===== config.mk =====
export PLATFORM = sky130hd
export DESIGN_NAME = pio_burst_reader
export DESIGN_NICKNAME = d
export VERILOG_FILES = /design/src/rtl/pio_burst_pkg.sv /design/src/rtl/pio_age_counter.sv /design/src/rtl/pio_word_capture.sv /design/src/rtl/pio_burst_ctrl.sv /design/src/rtl/pio_burst_reader.sv
export SDC_FILE = /design/constraint.sdc
export NUM_CORES = 1
export LEC_CHECK = 0
export BUFFER_PORTS_ARGS = -buffer_cell sky130_fd_sc_hd__buf_2
export CAP_MARGIN = 5
export CORE_MARGIN = 3
export CORE_UTILIZATION = 35
export DETAILED_ROUTE_END_ITERATION = 6
export GPL_ROUTABILITY_DRIVEN = 0
export PLACE_DENSITY_LB_ADDON = 0.12
export RECOVER_POWER = 100
export SLEW_MARGIN = 20
export SYNTH_ARGS = -nofsm -noshare
export SYNTH_HDL_FRONTEND = slang
export SYNTH_SLANG_ARGS = --single-unit

===== constraint.sdc =====
create_clock -name clk -period 4.8 [get_ports clk]
set_input_delay 0.96 -clock clk [delete_from_list [all_inputs] [get_ports clk]]
set_output_delay 0.96 -clock clk [all_outputs]
set_load 0.03 [all_outputs]

===== src/rtl/pio_burst_pkg.sv =====
package pio_burst_pkg;

   typedef enum logic [1:0] {
      ST_IDLE = 2'd0,
      ST_RUN  = 2'd1,
      ST_GAP  = 2'd2,
      ST_FIN  = 2'd3
   } pio_state_e;

   // Round a time in ps up to whole clock cycles, at least one.
   function automatic int unsigned ps_to_cycles(input int unsigned t_ps,
                                                input int unsigned clk_ps);
      int unsigned c;
      c = (t_ps + clk_ps - 1) / clk_ps;
      return (c == 0) ? 1 : c;
   endfunction

   function automatic int unsigned max_u(input int unsigned a,
                                         input int unsigned b);
      return (a > b) ? a : b;
   endfunction

endpackage


===== src/rtl/pio_age_counter.sv =====
// Saturating age counter: reset to zero by clr, counts clock edges since.
module pio_age_counter #(
   parameter int unsigned MAX_VAL = 7,
   localparam int unsigned W      = $clog2(MAX_VAL + 1)
) (
   input  logic         clk,
   input  logic         rst_n,
   input  logic         clr,
   output logic [W-1:0] age
);

   localparam logic [W-1:0] LIMIT = W'(MAX_VAL);

   logic [W-1:0] age_q;

   generate
      if (MAX_VAL == 1) begin : g_flag
         always_ff @(posedge clk) begin
            if (!rst_n || clr) age_q <= '0;
            else               age_q <= 1'b1;
         end
      end else begin : g_count
         always_ff @(posedge clk) begin
            if (!rst_n || clr)       age_q <= '0;
            else if (age_q != LIMIT) age_q <= age_q + 1'b1;
         end
      end
   endgenerate

   assign age = age_q;

endmodule


===== src/rtl/pio_word_capture.sv =====
// Data latch: registers the bus word on the sampling edge.
module pio_word_capture #(
   parameter int unsigned DATA_W = 32
) (
   input  logic              clk,
   input  logic              rst_n,
   input  logic              cap_en,
   input  logic [DATA_W-1:0] bus_data,
   output logic              rsp_valid,
   output logic [DATA_W-1:0] rsp_data
);

   always_ff @(posedge clk) begin
      if (!rst_n) begin
         rsp_valid <= 1'b0;
         rsp_data  <= '0;
      end else begin
         rsp_valid <= cap_en;
         if (cap_en) rsp_data <= bus_data;
      end
   end

endmodule


===== src/rtl/pio_burst_ctrl.sv =====
// Sequencer: strobe windows, address stepping, sample timing.
module pio_burst_ctrl
   import pio_burst_pkg::*;
#(
   parameter int unsigned ADDR_W      = 12,
   parameter int unsigned LEN_W       = 6,
   parameter int unsigned BURST_WORDS = 8,
   parameter int unsigned ACYC_C      = 6,
   parameter int unsigned ADV_C       = 5,
   parameter int unsigned CSDV_C      = 4,
   parameter int unsigned CSH_C       = 2,
   parameter int unsigned BEAT_W      = 3,
   parameter int unsigned STR_W       = 3,
   parameter int unsigned HIGH_W      = 2
) (
   input  logic              clk,
   input  logic              rst_n,
   input  logic              req_valid,
   input  logic [ADDR_W-1:0] req_addr,
   input  logic [LEN_W-1:0]  req_len,
   output logic              req_ready,
   input  logic [BEAT_W-1:0] beat_age,
   input  logic [STR_W-1:0]  strobe_age,
   input  logic [HIGH_W-1:0] high_age,
   output logic              clr_beat,
   output logic              clr_strobe,
   output logic              clr_high,
   output logic              bus_cs_n,
   output logic              bus_rd_n,
   output logic [ADDR_W-1:0] bus_addr,
   output logic              cap_en,
   output logic              done
);

   localparam int unsigned BLK_BITS = $clog2(BURST_WORDS);
   localparam logic [BEAT_W-1:0] ACYC_T = BEAT_W'(ACYC_C - 1);
   localparam logic [BEAT_W-1:0] ADV_T  = BEAT_W'(ADV_C - 1);
   localparam logic [STR_W-1:0]  CSDV_T = STR_W'(CSDV_C - 1);
   localparam logic [HIGH_W-1:0] CSH_T  = HIGH_W'(CSH_C - 1);

   pio_state_e        state_q;
   logic              cs_q, rd_q, sampled_q, done_q;
   logic [ADDR_W-1:0] addr_q;
   logic [LEN_W-1:0]  left_q;

   logic high_ok, hold_ok, accept, sample, step, reopen, last_word, at_edge;

   generate
      if (BLK_BITS == 0) begin : g_single
         assign at_edge = 1'b1;
      end else begin : g_group
         assign at_edge = &addr_q[BLK_BITS-1:0];
      end
   endgenerate

   always_comb begin
      high_ok   = (high_age >= CSH_T);
      hold_ok   = (beat_age >= ACYC_T);
      req_ready = (state_q == ST_IDLE) && high_ok && hold_ok;
      accept    = req_ready && req_valid && (req_len != '0);
      sample    = (state_q == ST_RUN) && !sampled_q &&
                  (beat_age >= ADV_T) && (strobe_age >= CSDV_T);
      step      = (state_q == ST_RUN) && sampled_q && hold_ok;
      reopen    = (state_q == ST_GAP) && high_ok && hold_ok;
      last_word = (left_q == LEN_W'(1));
      clr_beat   = accept || step || reopen;
      clr_strobe = accept || reopen;
      clr_high   = sample && (last_word || at_edge);
      cap_en     = sample;
   end

   always_ff @(posedge clk) begin
      if (!rst_n) begin
         state_q   <= ST_IDLE;
         cs_q      <= 1'b1;
         rd_q      <= 1'b1;
         addr_q    <= '0;
         left_q    <= '0;
         sampled_q <= 1'b0;
         done_q    <= 1'b0;
      end else begin
         done_q <= (state_q == ST_FIN);
         unique case (state_q)
            ST_IDLE: begin
               if (accept) begin
                  addr_q    <= req_addr;
                  left_q    <= req_len;
                  cs_q      <= 1'b0;
                  rd_q      <= 1'b0;
                  sampled_q <= 1'b0;
                  state_q   <= ST_RUN;
               end
            end
            ST_RUN: begin
               if (sample) begin
                  sampled_q <= 1'b1;
                  left_q    <= left_q - 1'b1;
                  if (last_word) begin
                     cs_q    <= 1'b1;
                     rd_q    <= 1'b1;
                     state_q <= ST_FIN;
                  end else if (at_edge) begin
                     cs_q    <= 1'b1;
                     rd_q    <= 1'b1;
                     state_q <= ST_GAP;
                  end
               end else if (step) begin
                  addr_q    <= addr_q + 1'b1;
                  sampled_q <= 1'b0;
               end
            end
            ST_GAP: begin
               if (reopen) begin
                  addr_q    <= addr_q + 1'b1;
                  cs_q      <= 1'b0;
                  rd_q      <= 1'b0;
                  sampled_q <= 1'b0;
                  state_q   <= ST_RUN;
               end
            end
            ST_FIN: state_q <= ST_IDLE;
            default: state_q <= ST_IDLE;
         endcase
      end
   end

   assign bus_cs_n = cs_q;
   assign bus_rd_n = rd_q;
   assign bus_addr = addr_q;
   assign done     = done_q;

   // an address change only once the hold counter has run out
   assert_addr_hold_R5: assert property (@(posedge clk) disable iff (!rst_n)
      (addr_q != $past(addr_q)) |-> ($past(beat_age) >= ACYC_T));

   // inside an open window the address moves by one word
   assert_step_one_R4: assert property (@(posedge clk) disable iff (!rst_n)
      (!cs_q && $past(!cs_q) && (addr_q != $past(addr_q)))
      |-> (addr_q == $past(addr_q) + 1'b1));

   // no step inside a window past the last word of a group
   assert_no_group_cross_R4: assert property (@(posedge clk) disable iff (!rst_n)
      (!cs_q && $past(!cs_q) && (addr_q != $past(addr_q)))
      |-> ($past(at_edge) == 1'b0));

   // strobes fall only after the minimum high time
   assert_high_gap_R7: assert property (@(posedge clk) disable iff (!rst_n)
      $fell(cs_q) |-> ($past(high_age) >= CSH_T));

   // ready only while the strobes are high
   assert_ready_idle_R2: assert property (@(posedge clk) disable iff (!rst_n)
      req_ready |-> (cs_q && rd_q));

endmodule


===== src/rtl/pio_burst_reader.sv =====
// Top: PIO burst read sequencer for a 32-bit asynchronous slave bus.
module pio_burst_reader
   import pio_burst_pkg::*;
#(
   parameter int unsigned ADDR_W      = 12,
   parameter int unsigned LEN_W       = 6,
   parameter int unsigned DATA_W      = 32,
   parameter int unsigned BURST_WORDS = 8,
   parameter int unsigned CLK_PS      = 8000,
   parameter int unsigned T_ACYC_PS   = 45000,
   parameter int unsigned T_ADV_PS    = 40000,
   parameter int unsigned T_CSDV_PS   = 30000,
   parameter int unsigned T_CSH_PS    = 13000
) (
   input  logic              clk,
   input  logic              rst_n,
   input  logic              req_valid,
   output logic              req_ready,
   input  logic [ADDR_W-1:0] req_addr,
   input  logic [LEN_W-1:0]  req_len,
   output logic              bus_cs_n,
   output logic              bus_rd_n,
   output logic [ADDR_W-1:0] bus_addr,
   input  logic [DATA_W-1:0] bus_data,
   output logic              rsp_valid,
   output logic [DATA_W-1:0] rsp_data,
   output logic              done
);

   localparam int unsigned ACYC_C = ps_to_cycles(T_ACYC_PS, CLK_PS);
   localparam int unsigned ADV_C  = ps_to_cycles(T_ADV_PS, CLK_PS);
   localparam int unsigned CSDV_C = ps_to_cycles(T_CSDV_PS, CLK_PS);
   localparam int unsigned CSH_C  = ps_to_cycles(T_CSH_PS, CLK_PS);
   localparam int unsigned BEAT_MAX = max_u(ACYC_C, ADV_C);
   localparam int unsigned BEAT_W = $clog2(BEAT_MAX + 1);
   localparam int unsigned STR_W  = $clog2(CSDV_C + 1);
   localparam int unsigned HIGH_W = $clog2(CSH_C + 1);

   generate
      if ((BURST_WORDS == 0) || ((BURST_WORDS & (BURST_WORDS - 1)) != 0)) begin : g_bad_group
         $error("BURST_WORDS must be a power of two");
      end
      if ((1 << ADDR_W) < BURST_WORDS) begin : g_bad_addr
         $error("ADDR_W too narrow for BURST_WORDS");
      end
      if (LEN_W < 1 || CLK_PS == 0) begin : g_bad_misc
         $error("LEN_W and CLK_PS must be non-zero");
      end
   endgenerate

   logic [BEAT_W-1:0] beat_age;
   logic [STR_W-1:0]  strobe_age;
   logic [HIGH_W-1:0] high_age;
   logic clr_beat, clr_strobe, clr_high, cap_en;

   pio_age_counter #(.MAX_VAL(BEAT_MAX)) u_beat_age (
      .clk(clk), .rst_n(rst_n), .clr(clr_beat), .age(beat_age));

   pio_age_counter #(.MAX_VAL(CSDV_C)) u_strobe_age (
      .clk(clk), .rst_n(rst_n), .clr(clr_strobe), .age(strobe_age));

   pio_age_counter #(.MAX_VAL(CSH_C)) u_high_age (
      .clk(clk), .rst_n(rst_n), .clr(clr_high), .age(high_age));

   pio_burst_ctrl #(
      .ADDR_W(ADDR_W), .LEN_W(LEN_W), .BURST_WORDS(BURST_WORDS),
      .ACYC_C(ACYC_C), .ADV_C(ADV_C), .CSDV_C(CSDV_C), .CSH_C(CSH_C),
      .BEAT_W(BEAT_W), .STR_W(STR_W), .HIGH_W(HIGH_W)
   ) u_ctrl (
      .clk(clk), .rst_n(rst_n),
      .req_valid(req_valid), .req_addr(req_addr), .req_len(req_len),
      .req_ready(req_ready),
      .beat_age(beat_age), .strobe_age(strobe_age), .high_age(high_age),
      .clr_beat(clr_beat), .clr_strobe(clr_strobe), .clr_high(clr_high),
      .bus_cs_n(bus_cs_n), .bus_rd_n(bus_rd_n), .bus_addr(bus_addr),
      .cap_en(cap_en), .done(done));

   pio_word_capture #(.DATA_W(DATA_W)) u_capture (
      .clk(clk), .rst_n(rst_n), .cap_en(cap_en), .bus_data(bus_data),
      .rsp_valid(rsp_valid), .rsp_data(rsp_data));

   // every returned word was latched while the window was open
   assert_sample_in_window_R6: assert property (@(posedge clk) disable iff (!rst_n)
      rsp_valid |-> ($past(bus_cs_n) == 1'b0 && $past(bus_rd_n) == 1'b0));

   // done directly follows the final word
   assert_done_after_word_R9: assert property (@(posedge clk) disable iff (!rst_n)
      done |-> $past(rsp_valid));

   // done lasts a single cycle
   assert_done_single_R9: assert property (@(posedge clk) disable iff (!rst_n)
      done |=> !done);

   // the two strobes always move together
   assert_strobes_paired_R3: assert property (@(posedge clk) disable iff (!rst_n)
      $fell(bus_cs_n) |-> $fell(bus_rd_n));

endmodule


Yosys cells after proc, flatten, opt, wreduce, memory -nomap -nowiden
Cells that the tools add are included.
{"block": "totals", "ff_bits": 64, "latch_bits": 0, "ramBits": 0, "rom_bits": 0, "in_bits": 53, "elab_cells": 88, "mem_count": 0}
{"block": "classes", "addsub": 5, "n_mul": 0, "n_div": 0, "n_lt_le_gt_ge": 4, "eq_ne": 14, "n_shift": 0, "mux": 23, "bitwise": 0, "reduce_logical": 31}
{"op": "12-bit two-way mux", "n": 4}
{"op": "12-bit one-hot mux with 3 select lines", "n": 1}
{"op": "12-bit by 1-bit adder with 12-bit output, second input constant", "n": 1}
{"op": "1-bit logical AND", "n": 12}
{"op": "6-bit two-way mux", "n": 2}
{"op": "6-bit one-hot mux with 2 select lines", "n": 1}
{"op": "2-bit two-way mux", "n": 5}
{"op": "5-bit AND reduction", "n": 2}
{"op": "2-bit by 1-bit != test with 1-bit output, second input constant", "n": 4}
{"op": "2-bit one-hot mux with 4 select lines", "n": 1}
{"op": "4-bit AND reduction", "n": 2}
{"op": "1-bit logical OR", "n": 7}
{"op": "1-bit two-way mux", "n": 7}
{"op": "3-bit by 1-bit adder with 3-bit output, second input constant", "n": 2}
{"op": "6-bit by 1-bit equality test with 1-bit output, second input constant", "n": 1}
{"op": "3-bit greater-or-equal comparator, second input constant", "n": 2}
{"op": "3-bit by 1-bit != test with 1-bit output, second input constant", "n": 2}
{"op": "3-bit != test, second input constant", "n": 2}
{"op": "1-bit one-hot mux with 3 select lines", "n": 2}
{"op": "3-bit AND reduction", "n": 2}
{"op": "6-bit nonzero test", "n": 1}
{"op": "6-bit by 1-bit subtractor with 6-bit output, second input constant", "n": 1}
{"op": "2-bit equality test, second input constant", "n": 2}
{"op": "2-bit != test, second input constant", "n": 2}
{"op": "8 further kinds", "n": 9}

Logic depth before layout (Yosys ltp)
Gate-level depths: netlist (run 1).
{"block": "depth", "ltp_word": 8, "depth_mapped": 9, "ltp_nobuf": 7}

Cells and area by module
From an unflattened synthesis (run 1), not the netlist that was laid out.
{"block": "unflattened", "hier_cells": 347, "area_unflattened_um2": 3299.4}
{"module": "pio_burst_ctrl", "n_inst": 1, "cells_per_inst": 199, "area_per_inst_um2": 1620.3, "seq_area_each_um2": 460.4}
{"module": "pio_word_capture", "n_inst": 1, "cells_per_inst": 105, "area_per_inst_um2": 1270.0, "seq_area_each_um2": 660.6}
{"module": "pio_age_counter at u_strobe_age", "n_inst": 1, "cells_per_inst": 17, "area_per_inst_um2": 160.2, "seq_area_each_um2": 60.1}
{"module": "pio_age_counter at u_beat_age", "n_inst": 1, "cells_per_inst": 16, "area_per_inst_um2": 155.1, "seq_area_each_um2": 60.1}
{"module": "pio_age_counter at u_high_age", "n_inst": 1, "cells_per_inst": 10, "area_per_inst_um2": 93.8, "seq_area_each_um2": 40.0}

Worst setup path before layout (run 1)
No wires, ideal clock.
{"block": "synth_timing", "path_kind": "input to register", "startpoint": "input port req_len[3]", "endpoint": "register u_ctrl.left_q[5]", "setup_time_ps": 134, "t_arrival_ps": 2386, "t_required_ps": 4666, "slack_ps": 2280, "stages": 6, "path_buffers": 1, "cell_sequence": "or4_4 o31a_4 a21bo_1 buf_6 a41oi_1 a31oi_1"}
{"block": "synth_via", "elab_chain_cells": 4}
{"element": "from (decl)", "line": "pio_burst_reader.sv:20", "text": "input logic [LEN_W-1:0] req_len,"}
{"element": "6-bit nonzero test", "line": "pio_burst_ctrl.sv:60", "text": "accept = req_ready && req_valid && (req_len != '0);"}
{"element": "1-bit logical AND", "line": "pio_burst_ctrl.sv:60"}
{"element": "2-bit by 1-bit != test with 1-bit output (no line)"}
{"element": "3-bit AND reduction (no line)"}
{"element": "to (signal assigned)", "line": "pio_burst_ctrl.sv:87", "text": "left_q <= req_len;"}
{"element": "to (signal assigned)", "line": "pio_burst_ctrl.sv:97", "text": "left_q <= left_q - 1'b1;"}
{"element": "to (decl)", "line": "pio_burst_ctrl.sv:44", "text": "logic [LEN_W-1:0] left_q;"}
Every way passes these cells.
A chain may end at the register's enable or synchronous reset.

Worst setup path in the final report (run 1)
{"block": "layout_timing", "startpoint": "input port req_len[3]", "endpoint": "register u_ctrl.addr_q[9], in the netlist u_ctrl.bus_addr[9]"}
{"block": "layout_via", "elab_chain_cells": 4}
{"element": "6-bit nonzero test", "line": "pio_burst_ctrl.sv:60"}
{"element": "1-bit logical AND", "line": "pio_burst_ctrl.sv:60"}
{"element": "2-bit by 1-bit != test with 1-bit output (no line)"}
{"element": "5-bit AND reduction (no line)"}
{"element": "to (signal assigned)", "line": "pio_burst_ctrl.sv:86", "text": "addr_q <= req_addr;"}
{"element": "to (signal assigned)", "line": "pio_burst_ctrl.sv:108", "text": "addr_q <= addr_q + 1'b1;"}
{"element": "to (signal assigned)", "line": "pio_burst_ctrl.sv:114", "text": "addr_q <= addr_q + 1'b1;"}
{"element": "to (decl)", "line": "pio_burst_ctrl.sv:43", "text": "logic [ADDR_W-1:0] addr_q;"}
Every way passes these cells.

==> results by group, run 1 <==
Status
  • Outcome: complete, no violations

Timing
  • Slew HR: 13.9%
  • Final setup fails: 0
  • Final hold viol count: 0
  • Final slew viol count: 0
  • Hold WS: 0.454 ns
  • Setup TNS: 0 ns
  • Clk_skew: 0.00787 ns
  • Fmax: 0.303 GHz
  • Actual slew at the worst max-slew pin: 1.29 ns
  • Crit share post-route: 68.8%
  • Final min period: 3.30 ns
  • RSZ-0062 raised after global routing: no

Routing
  • Routed Antenna Nets: 0
  • Initial DRC count: 109
  • Total Wirelength: 8.29 mm
  • Number of iterations in the first detailed-routing pass: 5
  • Vias per cell: 5.13
  • # DRC: 0
  • DR WL/cell: 14.0 um
  • Vias: 3,029

Worst setup path
  • CP Data Arrival Time: 3.54 ns
  • WP data required: 5.03 ns
  • Kind of critical path: in -> reg
  • Crit path max fanout: 16
  • Startpoint types: primary input
  • CP Capture Type: flop

Floorplanning
  • # rows: 33
  • Core box area: 8460 um^2
  • I/O Pins: 102
  • Chip width: 101 um
  • Die Area: 10,100 um^2
  • Initial Util: 37.0%
  • Chip height: 101 um

GRT
  • Initial antenna violation count: 0
  • Grt total ovfl: 0
  • Largest net degree at the start of global routing: 41
  • First-pass GRT wire length: 13.3 mm
  • Vias in the first global route: 2,824
  • Tot GR Track Use: 16.0%

Cells and area
  • Fin cells: 590
  • Nets@finish: 549
  • Leading cell type in the layout, fill and taps excluded: nand2_1
  • Register Area: 1280 um^2
  • Area of the multi-input gates: 1660 um^2
  • Area Growth Syn to Fin: 22.7%
  • Final design utilization: 45.4%
  • Commonest non-fill, non-tap cells in the layout: 78 x nand2_1, 64 x dfxtp_1, 52 x a21oi_1, 52 x buf_2, 50 x clkbuf_1
  • Fillers: 874
  • # diodes: 0
  • Fraction of layout cells with a size suffix above 1: 16.7%

Synthesis
  • EDFF count, synth: 0
  • Syn Nets: 456
  • Synth async-reset ratio: 0%
  • Share of the synthesized area in the top cell type: 40.9%
  • Synthesized area: 3130 um^2
  • Top_reg_cell synth: dfxtp_1
  • #FFs+latches synth: 64
  • Synth cell types: 55
  • Dominant cells by area after synthesis: dfxtp_1 41%, nand2_1 9.3%, a21oi_1 8.1%
  • Number of synthesis warnings: 0
  • Syn Area/Cell: 8.10 um^2
  • Sequential area share after synthesis: 40.9%
  • Cells after Synth: 387
  • Largest area contributor in the netlist: dfxtp_1

CTS
  • # clock sinks: 64
  • Hold_buf cts: 0
  • Clock Path Buffers: 2
  • H-tree levels: 3
  • Reg clk slew, reported paths: 0.08 ns
  • Post-CTS setup buffers: 0
  • Clock latency on the worst-skew pair: 0.34 ns
  • Post_cts resized: 0
  • CTS tree: done
  • Root Driver: clkbuf_8
  • TritonCTS buffer count: 9

Pwr
  • Final Power: 0.00172 W
  • VDD IR-drop max: 0.223 mV
  • Leak pwr: 1.45 nW
  • Pwr dens: 447 nW/um^2

Worst hold path
  • Hold WC Path Type: reg -> reg

Placed design
  • Hpwl dp: 5.77 mm
  • Placed insts: 574
  • PortBufs: 101

Flow run
  • Max cap viols: 0
## per-stage QoR
step / area, um^2 / setup slack [ns]
2_1_floorplan: 3130 / 2.28
3_3_place_gp: 3690 / 1.94
3_5_place_dp: 3690 / 1.91
4_1_cts: 3940 / 1.84
5_1_grt: 3840 / 1.32
6_report: 3840 / 1.50
## cell type report
| type | instances | share of cell area (%) |
|---|---|---|
| clock inverters | 7 | 3.25 |
| well taps | 105 | 3.42 |
| inverters | 17 | 1.66 |
| repair buffers | 104 | 12.0 |
| flip-flops and latches | 64 | 33.3 |
| multi-input cells | 284 | 43.1 |
| clock buffers | 9 | 3.22 |
## cell families (layout without fill, tap and decap cells)
family,Yosys count,after routing,synth area share [%]
AO/OA/AOI/OAI,110,110,23.4
XOR/XNOR,4,4,1.12
adder cells (fa/ha/maj),16,16,6.39
buffers and inverters,39,137,5.35
flip-flops,64,64,40.9
multiplexers,4,4,1.28
AND/OR/NAND/NOR,150,150,21.6
## layer usage
layer	up-vias	routed length, um	global-route usage, %
met4	0	77	4.87
li1	1561	-	-
met2	92	3890	27.0
met5	-	0	0
met3	7	599	3.88
met1	1369	3720	20.2
## cell usage after synthesis, drive strengths merged (2+ instances only)
cell type	instances
nand2	79
dfxtp	64
a21oi	52
nor2	24
clkbuf	17
ha	16
inv	15
nor3	14
a31oi	9
nand3	9
o21ai	9
nand4	7
a211oi	6
buf	5
a311oi	4
mux2i	4
o221a	4
o311ai	3
o31ai	3
or3	3
a22oi	2
a41oi	2
and2	2
and3	2
clkinv	2
nor2b	2
o21a	2
o221ai	2
o31a	2
o32ai	2
o41ai	2
or2	2
xnor2	2
xor2	2
## state kept, by name, indices dropped and copies added, names as in the netlist, 2 cells and up
register	flops
u_ctrl.state_q	2
u_beat_age.age	3
u_ctrl.bus_addr	12
u_strobe_age.age	3
u_high_age.age	2
u_ctrl.left_q	6
u_capture.rsp_data	32
## power breakdown
group	switching (W)	total, W	internal, W
clock network	0.000229	0.000581	0.000351
registers	0.0000611	0.000647	0.000586
logic	0.000320	0.000491	0.000172
total	0.000610	0.00172	0.00111
## path summary, 6_finish.rpt
| path | endpoint | depth (start not counted) | slack, ns | startpoint |
|---|---|---|---|---|
| worst min-delay path | u_capture.rsp_data[13]$_SDFFE_PN0P_ | 2 | 0.45 | u_capture.rsp_data[13]$_SDFFE_PN0P_ |
| worst max-delay path | u_ctrl.bus_addr[9]$_SDFFE_PN0P_ | 6 | 1.50 | req_len[3] |
| worst min register to register | u_capture.rsp_data[13]$_SDFFE_PN0P_ | 2 | 0.45 | u_capture.rsp_data[13]$_SDFFE_PN0P_ |
| worst max register to register | u_ctrl.bus_addr[8]$_SDFFE_PN0P_ | 6 | 2.00 | u_beat_age.age[0]$_SDFFE_PP0P_ |
## worst max-delay path, stage by stage
cell and delay, ns:
buf_2 0.10, or4_2 0.65, o31a_1 0.34, a21oi_1 1.01
nor3_1 0.15, o221a_2 0.32
(Power assumes the default switching activity.)
==> inputs of run 2 (changes only) <==
==> constraint.sdc (replaced) <==
create_clock -name clk -period 3.2 [get_ports clk]
set_input_delay 0.64 -clock clk [delete_from_list [all_inputs] [get_ports clk]]
set_output_delay 0.64 -clock clk [all_outputs]
set_load 0.03 [all_outputs]
==> results by group, run 2 (synthesis gave the netlist of run 1 again) <==
Worst setup path
  • Crit path max fanout: 8 (-8)
  • Startpoint types: flop
  • CP Data Arrival Time: 1.96 ns (-1.58 ns)
  • Reg2reg setup slack: 0.64 ns (-1.36 ns)
  • CP Capture Type: output pin
  • WP data required: 2.56 ns (-2.47 ns)
  • Kind of critical path: reg -> out

Floorplanning
  • I/O Pins: 102 (unchanged)
  • Chip width: 101 um (unchanged)
  • Die Area: 10,100 um^2 (unchanged)
  • Chip height: 101 um (unchanged)
  • Initial Util: 37.0% (unchanged)
  • # rows: 33 (unchanged)
  • Core box area: 8460 um^2 (unchanged)

Placed design
  • PortBufs: 101 (unchanged)
  • Hpwl dp: 5.93 mm (+2.9%)
  • Dpl ws: 0.650 ns (-1.26 ns)

CTS
  • H-tree levels: 3 (unchanged)
  • Root Driver: clkbuf_8
  • # clock sinks: 64 (unchanged)
  • Post_cts resized: 0 (unchanged)
  • Clock Path Buffers: 2 (unchanged)
  • TritonCTS buffer count: 9 (unchanged)
  • Hold_buf cts: 0 (unchanged)
  • Reg clk slew, reported paths: 0.07 ns (about the same)
  • Post-CTS setup buffers: 0 (unchanged)
  • Clock latency on the worst-skew pair: 0.33 ns (about the same)
  • CTS tree: done

Timing
  • Final min period: 2.60 ns
  • Actual slew at the worst max-slew pin: 1.05 ns (-0.241 ns)
  • Slew HR: 29.4% (+16 points)
  • Final hold viol count: 0 (unchanged)
  • Post-route setup slack: 0.596 ns (-0.902 ns)
  • Final slew viol count: 0 (unchanged)
  • Fmax: 0.384 GHz
  • Hold WS: 0.453 ns (-0.000431 ns)
  • Final setup fails: 0 (unchanged)
  • Setup TNS: 0 ns (unchanged)
  • RSZ-0062 raised after global routing: no
  • Crit share post-route: 81.4%
  • Clk_skew: 0.00602 ns (-0.00185 ns)

Routing
  • Initial DRC count: 109 (unchanged)
  • Vias: 3,057 (+0.92%)
  • DR WL/cell: 14.1 um (+0.45%)
  • Number of iterations in the first detailed-routing pass: 4 (-1)
  • Routed Antenna Nets: 0 (unchanged)
  • # DRC: 0 (unchanged)
  • Vias per cell: 5.17 (+0.75%)
  • Total Wirelength: 8.34 mm (+0.62%)

Pwr
  • VDD IR-drop max: 0.347 mV (+55%)
  • Leak pwr: 1.44 nW (-0.60%)
  • Pwr dens: 627 nW/um^2 (+40%)

Status
  • Outcome: complete, no violations

GRT
  • Grt total ovfl: 0 (unchanged)
  • Tot GR Track Use: 16.4% (+0.33 points)
  • Largest net degree at the start of global routing: 34 (-17%)
  • First-pass GRT wire length: 13.4 mm (+0.47%)
  • Initial antenna violation count: 0 (unchanged)
  • Vias in the first global route: 2,772 (-1.8%)

Cells and area
  • Commonest non-fill, non-tap cells in the layout: 78 x nand2_1, 64 x dfxtp_1, 53 x buf_2, 51 x a21oi_1, 49 x clkbuf_1
  • Nets@finish: 551 (+0.36%)
  • Fillers: 916 (+4.8%)
  • Max reg flops: 32 (unchanged)
  • Final design utilization: 45.0% (-0.43 points)
  • # diodes: 0 (unchanged)
  • Area Growth Syn to Fin: 21.5%
  • Top reg by flops: u_capture.rsp_data
  • Leading cell type in the layout, fill and taps excluded: nand2_1
  • Fraction of layout cells with a size suffix above 1: 17.3% (+0.58 points)

Worst hold path
  • Hold WC Path Type: reg -> reg

Flow run
  • Max cap viols: 0 (unchanged)
## run 2: changes by cell type in the layout (fill, tap and decap cells not counted), sizes merged
| cell | previous run | this run |
|---|---|---|
| inv | 18 | 15 |
| buf | 54 | 56 |
| bufinv | 3 | 1 |
| clkbuf | 59 | 61 |
| clkinv | 3 | 5 |
## run 2: critical path: stages, from the launching register on
cell and delay [ns]:
dfxtp_1 0.43, ha_1 0.19, nor3_1 0.07, nor3b_2 0.52, and2_0 0.23, buf_2 0.20
## run 2: final timing paths
check | endpoint | depth (start not counted) | from
hold reg to reg | u_capture.rsp_data[9]$_SDFFE_PN0P_ | 2 | u_capture.rsp_data[9]$_SDFFE_PN0P_
setup / recovery | req_ready | 5 | u_beat_age.age[0]$_SDFFE_PP0P_
hold / removal | u_capture.rsp_data[9]$_SDFFE_PN0P_ | 2 | u_capture.rsp_data[9]$_SDFFE_PN0P_
setup reg to reg | u_capture.rsp_data[28]$_SDFFE_PN0P_ | 7 | u_ctrl.state_q[1]$_SDFFE_PN0P_
## run 2: final cells by class
type                    count  area [um^2]  share of cell area (%)
multi-input cells         284         1670                    43.8
inverters                  17         63.8                    1.68
clock buffers              11          141                    3.71
clock inverters             4         45.0                    1.18
well taps                 105          131                    3.45
repair buffers            106          478                    12.5
flip-flops and latches     64         1280                    33.6
## run 2: report_power, final
group | total (W) | leakage (nW) | switching, W | internal [W]
registers | 0.000971 | 0.518 | 0.0000917 | 0.000880
logic | 0.000741 | 0.827 | 0.000481 | 0.000261
clock network | 0.000674 | 0.0989 | 0.000300 | 0.000373
total | 0.00239 | 1.44 | 0.000873 | 0.00151
## run 2: per-stage QoR
step | instance area [um^2] | cells | power [W]
2_1_floorplan | 3130 | 387 | 0.00156
3_3_place_gp | 3710 | 576 | 0.00173
3_5_place_dp | 3710 | 576 | 0.00174
4_1_cts | 3900 | 591 | 0.00243
5_1_grt | 3810 | 591 | 0.00255
6_report | 3810 | 591 | 0.00239
## run 2: routing by layer
| layer | share of wire [%] | GRT usage (%) | vias to the layer above | wire, um |
|---|---|---|---|---|
| li1 | - | - | 1567 | - |
| met3 | 6.8 | 4.91 | 8 | 565 |
| met5 | 0 | 0 | - | 0 |
| met2 | 45 | 25.8 | 81 | 3780 |
| met4 | 0.84 | 4.04 | 0 | 70 |
| met1 | 47 | 21.9 | 1401 | 3930 |
==> inputs of run 3 (changes only) <==
==> constraint.sdc (replaced) <==
create_clock -name clk -period 2.54 [get_ports clk]
set_input_delay 0.508 -clock clk [delete_from_list [all_inputs] [get_ports clk]]
set_output_delay 0.508 -clock clk [all_outputs]
set_load 0.03 [all_outputs]
==> results by group, run 3 (synthesis gave the netlist of run 1 again) <==
Worst setup path
  • Startpoint types: flop
  • FF-to-FF Start: u_strobe_age.age[0]$_SDFFE_PP0P_
  • CP peak stage delay: 0.45 ns (-0.07 ns)
  • Reg2reg setup slack: 0.29 ns (-0.35 ns)
  • Slowest cell on crit path: dfxtp_1
  • Critical Path, Cell by Cell: ha_1 -> nor3_2 -> nor3b_2 -> buf_4 -> and2_1 -> clkbuf_2
  • Kind of critical path: reg -> out
  • Crit path max fanout: 6 (-2)
  • Worst reg2reg path endpoint: u_capture.rsp_data[29]$_SDFFE_PN0P_
  • CP Capture Type: output pin
  • CP Data Arrival Time: 1.85 ns (-0.11 ns)
  • WP data required: 2.03 ns (-0.53 ns)
  • Worst R2R Path Depth: 7 (unchanged)

Timing
  • Fmax: 0.424 GHz
  • Final slew viol count: 0 (unchanged)
  • Final min period: 2.36 ns
  • Final setup fails: 0 (unchanged)
  • Crit share post-route: 92.8%
  • RSZ-0062 raised after global routing: no
  • Final hold viol count: 0 (unchanged)
  • Actual slew at the worst max-slew pin: 0.711 ns (-0.340 ns)
  • Clk_skew: 0.00831 ns (+0.00229 ns)
  • Setup TNS: 0 ns (unchanged)
  • Slew HR: 52.6% (+23 points)
  • Hold WS: 0.398 ns (-0.0555 ns)

Worst hold path
  • Hold WC Path Type: in -> reg
  • Hold Startpoint: bus_data[8]
  • Worst Hold End: u_capture.rsp_data[8]$_SDFFE_PN0P_
  • Hold path depth: 3 (+1)

CTS
  • # clock sinks: 64 (unchanged)
  • Post-CTS setup buffers: 0 (unchanged)
  • H-tree levels: 3 (unchanged)
  • Clock Path Buffers: 2 (unchanged)
  • TritonCTS buffer count: 9 (unchanged)
  • CTS tree: done
  • Root Driver: clkbuf_8
  • Reg clk slew, reported paths: 0.07 ns (about the same)
  • Clock latency on the worst-skew pair: 0.34 ns (about the same)

Cells and area
  • Commonest non-fill, non-tap cells in the layout: 78 x nand2_1, 64 x dfxtp_1, 52 x buf_2, 51 x a21oi_1, 50 x clkbuf_1
  • Final design utilization: 45.3% (+0.34 points)
  • Finished layout cell area: 3840 um^2 (+0.76%)
  • Area of the multi-input gates: 1670 um^2 (about the same)
  • Fraction of layout cells with a size suffix above 1: 18.8% (+1.5 points)
  • Register Area: 1280 um^2 (unchanged)
  • Fillers: 915 (-0.11%)
  • Nets@finish: 559 (+1.5%)
  • Leading cell type in the layout, fill and taps excluded: nand2_1
  • Max reg flops: 32 (unchanged)
  • # diodes: 0 (unchanged)
  • Top reg by flops: u_capture.rsp_data
  • Area Growth Syn to Fin: 22.4%

Floorplanning
  • Core box area: 8460 um^2 (unchanged)
  • # rows: 33 (unchanged)
  • Chip height: 101 um (unchanged)
  • Chip width: 101 um (unchanged)
  • Initial Util: 37.0% (unchanged)
  • Die Area: 10,100 um^2 (unchanged)
  • I/O Pins: 102 (unchanged)

Routing
  • Routed Antenna Nets: 0 (unchanged)
  • Vias: 3,069 (+0.39%)
  • Number of iterations in the first detailed-routing pass: 4 (unchanged)
  • # DRC: 0 (unchanged)
  • Total Wirelength: 8.30 mm (-0.44%)
  • Initial DRC count: 112 (+2.8%)
  • DR WL/cell: 13.9 um (-1.8%)
  • Vias per cell: 5.12 (-0.95%)

Placed design
  • PortBufs: 101 (unchanged)
  • Hpwl dp: 6.01 mm (+1.3%)
  • Placed Area: 3770 um^2 (+1.6%)

Flow run
  • Max cap viols: 0 (unchanged)

GRT
  • First-pass GRT wire length: 13.5 mm (+0.72%)
  • Initial antenna violation count: 0 (unchanged)
  • Vias in the first global route: 2,795 (+0.83%)
  • Largest net degree at the start of global routing: 34 (unchanged)
  • Tot GR Track Use: 16.4% (+0.017 points)
  • Grt total ovfl: 0 (unchanged)

Pwr
  • Leak pwr: 1.45 nW (+0.45%)
  • Pwr dens: 765 nW/um^2 (+22%)
  • VDD IR-drop max: 0.335 mV (-3.4%)

Status
  • Outcome: complete, no violations
==> run 3: critical path: cells and delay by family, from the launching register on <==
family,cells,cell delay [ns]
flops,1,0.45
simple gates,3,0.44
buf+inv,2,0.39
fa+ha+maj,1,0.22
==> run 3: final cells by class <==
class,instances,area share [%]
inverter,17,1.66
sequential,64,33.4
tap,105,3.42
multi-input combinational,284,43.4
timing repair buffer,114,13.9
clock buffer,9,3.23
clock inverter,6,0.978
==> run 3: routing by layer <==
layer  part of all wire (%)  wire, um  up-vias  track usage [%]
met4                    1.3       104        0             6.53
met5                      0         0        -                0
met1                     48      3960     1403             21.8
met2                     45      3750       69             26.0
met3                    5.8       484        8             3.18
li1                       -         -     1589                -
==> run 3: stage by stage <==
step	setup WS, ns	cells	power, W
after floorplan	0.472	387	0.00197
after global placement	0.206	584	0.00224
after detailed placement	0.213	584	0.00225
after CTS	0.0732	599	0.00300
after global routing	0.0689	599	0.00315
final	0.182	599	0.00293
==> run 3: worst max path at each step <==
stage / from / depth (start not counted) / endpoint
finish: u_beat_age.age[0]$_SDFFE_PP0P_ / 6 / req_ready
global route: u_strobe_age.age[0]$_SDFFE_PP0P_ / 7 / u_capture.rsp_data[2]$_SDFFE_PN0P_
CTS: u_beat_age.age[1]$_SDFFE_PP0P_ / 7 / req_ready
detailed placement: req_len[3] / 6 / u_ctrl.bus_addr[9]$_SDFFE_PN0P_
global placement: req_len[3] / 6 / u_ctrl.bus_addr[6]$_SDFFE_PN0P_
floorplan: req_len[3] / 6 / u_ctrl.left_q[5]$_SDFFE_PN0P_
==> run 3: timing repair <==
action,CTS,global route
setup endpoints to repair,0,1
hold buffers,0,0
resized for setup,0,1
==> run 3: power breakdown <==
part | internal (W) | total, W | leakage [nW] | switching, W
registers | 0.00111 | 0.00123 | 0.518 | 0.000117
logic | 0.000363 | 0.000974 | 0.856 | 0.000611
clock network | 0.000342 | 0.000735 | 0.0769 | 0.000392
